`src/rtl/hbridge_gate_seq.sv`:
```
module hbridge_gate_seq #(
  parameter int DEAD_CYC = 250
) (
  input  logic clk,
  input  logic rst_n,
  input  logic en,
  input  logic phase,
  input  logic drive_on,
  input  logic slow_decay,
  output logic hi1,
  output logic lo1,
  output logic hi2,
  output logic lo2
);
  localparam int CW = $clog2(DEAD_CYC + 1);
  localparam logic [CW-1:0] LAST = CW'(DEAD_CYC - 1);
  localparam logic [CW-1:0] FULL = CW'(DEAD_CYC);

  // bit order: {hi1, lo1, hi2, lo2}
  logic [3:0]    cur, tgt, kill;
  logic [CW-1:0] cnt;

  always_comb begin
    if (!en)           tgt = 4'b0000;
    else if (drive_on) tgt = phase ? 4'b1001 : 4'b0110;
    else if (slow_decay) tgt = 4'b1010;
    else               tgt = phase ? 4'b0100 : 4'b0001;
  end

  assign kill = cur & ~tgt;

  always_ff @(posedge clk) begin
    if (!rst_n) begin
      cur <= '0;
      cnt <= '0;
    end else if (kill != 4'b0000) begin
      cur <= cur & tgt;
      cnt <= '0;
    end else if (cnt < LAST) begin
      cnt <= cnt + 1'b1;
    end else begin
      cur <= tgt;
    end
  end

  assign {hi1, lo1, hi2, lo2} = cur;

  // idle counters: cycles each gate has been low, saturating
  logic [CW-1:0] idle [4];
  always_ff @(posedge clk) begin
    for (int i = 0; i < 4; i++) begin
      if (!rst_n || cur[i])  idle[i] <= '0;
      else if (idle[i] < FULL) idle[i] <= idle[i] + 1'b1;
    end
  end

  assert_leg1_no_shoot_R2: assert property (@(posedge clk) disable iff (!rst_n)
    !(hi1 && lo1));
  assert_leg2_no_shoot_R2: assert property (@(posedge clk) disable iff (!rst_n)
    !(hi2 && lo2));
  assert_lows_exclusive_R5: assert property (@(posedge clk) disable iff (!rst_n)
    !(lo1 && lo2));
  assert_disable_all_off_R9: assert property (@(posedge clk) disable iff (!rst_n)
    !en |=> (!hi1 && !lo1 && !hi2 && !lo2));

  for (genvar g = 0; g < 4; g++) begin : gap_chk
    assert_partner_gap_R3: assert property (@(posedge clk) disable iff (!rst_n)
      $rose(cur[g]) |-> (idle[g ^ 1] >= FULL));
  end
endmodule

```
`config.mk`:
```
export PLATFORM = sky130hd
export DESIGN_NAME = hbridge_gate_seq
export DESIGN_NICKNAME = d
export VERILOG_FILES = /design/src/rtl/hbridge_gate_seq.sv
export SDC_FILE = /design/constraint.sdc
export NUM_CORES = 1
export LEC_CHECK = 0
export ABC_AREA = 0
export ABC_CLOCK_PERIOD_IN_PS = 1850
export BUFFER_PORTS_ARGS = -buffer_cell sky130_fd_sc_hd__buf_2
export CORE_MARGIN = 8
export CORE_UTILIZATION = 48
export CTS_CLUSTER_DIAMETER = 30
export DETAILED_ROUTE_END_ITERATION = 8
export PLACE_DENSITY = 0.77
export SLEW_MARGIN = 20
export SYNTH_ARGS = -nofsm -noshare
export SYNTH_HDL_FRONTEND = slang
export SYNTH_SLANG_ARGS = --single-unit
```
`constraint.sdc`:
```
create_clock -name clk -period 1.85 [get_ports clk]
set_clock_uncertainty 0.15 [all_clocks]
set_input_delay 0.185 -clock clk [delete_from_list [all_inputs] [get_ports clk]]
set_output_delay 0.185 -clock clk [all_outputs]
set_load 0.02 [all_outputs]
```
==> impl_metrics.csv <==
group,metric,value,unit
drt,postRouteAntennaNets,0,
clock_network,numCtsBuffers,3,
clock_network,cts_resized,0,
global_routing,antenna_found_initial,0,
sta,final-setup-viol-count,0,
synth,ys_async_sr_fraction,0,%
pwr,power.leakage,0.0003317,µW
clock_network,cts.clk_slew.worst_paths,0.08,ns
layout,multiInputGateArea,416.7,µm²
pwr,ir_drop,0.4210,mV
setup_path,worst_path_max_delay_cell,"or3_1",
setup_path,path_cells,"inv_1 -> ha_1 -> nor2b_1 -> or3_1 -> o31ai_1",
min_path,hp-start,"rst_n",
drt,post_drt_wl_per_cell,13.28,µm
layout,fin_nets,103,
die,core,1454,µm²
drt,drc_errors,0,
clock_network,postCtsSetupBuffers,0,
sta,tns,0,ns
setup_path,end_kind,"flop",
synth,synth_area_leaders,"dfxtp_1 (34%), nand2_1 (4.2%), and2b_2 (3.7%)",
layout,fillerInstances,144,
clock_network,clock_latency,0.28,ns
synth,synth_top_area_share,33.74,%
die,die_h,54.51,µm
layout,areaGrowthSynthToFinish,14.06,%
die,dieArea,2971,µm²
die,core.rowCount,14,
synth,yosysWarnings,0,
layout,drive_gt1_share,28.72,%
synth,syn_nets,89,
sta,hold_viol,0,
drt,viasPerCell,5.782,
drt,drt_iter0_markers,14,
setup_path,worstPathRequired,1.89,ns
clock_network,cts_tree,"built",
sta,setup_ws,0.1446,ns
clock_network,postCtsHoldBufs,0,
global_routing,grt_usage,11.77,%
placed_design,globalplace.congestion,0.7277,
placed_design,port_buffers,9,
layout,fin_util,55.85,%
setup_path,worstPathArrival,1.75,ns
die,io_pins,10,
synth,synth_cell_types,34,
sta,fin_crit_sh,92.18,%
die,initial_core_util,48.97,%
synth,synth_ff_type,"dfxtp_1",
job,maxCapViolCount,0,
global_routing,grt_pass1_wl,2628,µm
synth,avgSynthCellArea,8.789,µm²
synth,yosysSeqAreaShare,33.74,%
setup_path,cp_slowest_stage_delay,0.46,ns
sta,slew_violations,0,
sta,period_needed,1.705,ns
placed_design,dp_hpwl,1141,µm
synth,synthCells,81,
placed_design,pre_cts_ws,0.1173,ns
pwr,powerDensity,672.2,nW/µm²
drt,vias,636,
drt,wl,1461,µm
global_routing,grt_pass1_vias,646,
min_path,hold_path.class,"input port to flop",
sta,fmax,586.4,MHz
synth,yosysTopAreaCell,"dfxtp_1",
die,chipWidth,54.51,µm
synth,ys_ff_latch,12,
synth,synth-edff-count,0,
setup_path,cp-startpoint,"cnt[0]$_SDFFE_PP0N_",
clock_network,clock_sinks,12,
drt,first_pass_iters,4,
synth,syn_area,711.9,µm²
sta,worst_pin_slew,0.3041,ns
setup_path,r2r-start,"cnt[0]$_SDFFE_PP0N_",
global_routing,grt_max_degree,12,
layout,regArea,240.2,µm²
clock_network,cts_root_buffer,"clkbuf_4",
setup_path,timing.critical_path.fanout_max,5,
sta,rsz0062_at_grt,"false",
layout,antennaDiodeCount,0,
setup_path,worstSetupPathType,"flop to flop",
setup_path,startpoint_type,"flop",
run_status,outcome,"completed",
sta,max_slew_margin,79.67,%
clock_network,htree_levels,1,
clock_network,clk_path_buf_depth,2,
global_routing,grt.overflow.total,0,
-- report_power, final --
group          internal [µW]  leakage, µW  switching, µW  total (µW)
logic                   30.6     0.000213           37.9        68.6
registers                264    0.0000973           4.76         269
clock network            120    0.0000210           88.9         209
-- layout by cell type (no fill, tap or decap), types with 3 or more instances in the layout --
cell type / count
a21oi_1: 5
and2b_2: 3
buf_2: 9
clkbuf_4: 3
dfxtp_1: 12
inv_1: 5
nand2_1: 8
nand3_1: 4
nor2_1: 5
o211ai_1: 3
-- layout make-up --
cell class	instances	area share, %
multi-input combinational	61	51.31
sequential	12	29.58
timing repair buffer	12	9.861
clock buffer	4	4.468
tap	16	2.465
inverter	5	2.311
-- registers in the layout, summed over array words and instances (netlist names) --
| name | flops |
|---|---|
| cnt | 8 |
| cur | 4 |
-- worst paths after layout --
check                             end  slack (ns)  depth (start not counted)
hold / removal    cur[0]$_SDFFE_PN0P_        0.06                          3
hold reg to reg   cur[1]$_SDFFE_PN0P_        0.35                          2
setup reg to reg  cur[2]$_SDFFE_PN0P_        0.14                          5
setup / recovery  cur[2]$_SDFFE_PN0P_        0.14                          5
-- synth_stat cells, drive strengths merged, types with 3 or more instances --
| master | count |
|---|---|
| a21oi | 5 |
| and2b | 3 |
| dfxtp | 12 |
| inv | 5 |
| nand2 | 8 |
| nand3 | 4 |
| nor2 | 5 |
| o211ai | 4 |
| o21ai | 4 |
-- logic make-up (layout without fill, tap and decap cells) --
family	after synthesis	after routing	synth area share [%]
adder cells (fa/ha/maj)	2	2	3.514
XOR/XNOR	4	4	4.922
buffers and inverters	8	21	7.732
AND/OR/NAND/NOR	32	32	25.31
AO/OA/AOI/OAI	22	22	23.37
flip-flops	12	12	33.74
multiplexers	1	1	1.406
-- metal layers --
layer,wire length [µm],vias to the layer above,track usage (%),share of wire [%]
met5,0,-,0,0
met4,19,0,6.557,1.3
met3,59,2,2.717,4.0
met2,748,21,20.23,51
met1,633,295,13.02,43
li1,-,318,-,-
-- metrics by stage --
stage	cells	area, µm²	hold slack, ns	power (µW)
after floorplan	81	711.9	0.1673	322.9
after global placement	106	775.7	0.3198	340.1
after detailed placement	106	775.7	0.3358	342.4
after CTS	110	812.0	0.03940	554.1
after global routing	110	812.0	0.06000	575.8
final	110	812.0	0.06054	545.8
-- critical path, delay by kind of cell (launching register included) --
kind	cells	cell delay, ns
buffers and inverters	1	0.08
DFF	1	0.38
and+or+nand+nor	2	0.61
AOI/OAI and AO/OA	1	0.22
adders and majority gates	1	0.19
Note: power is estimated with default switching activity, not from simulation.
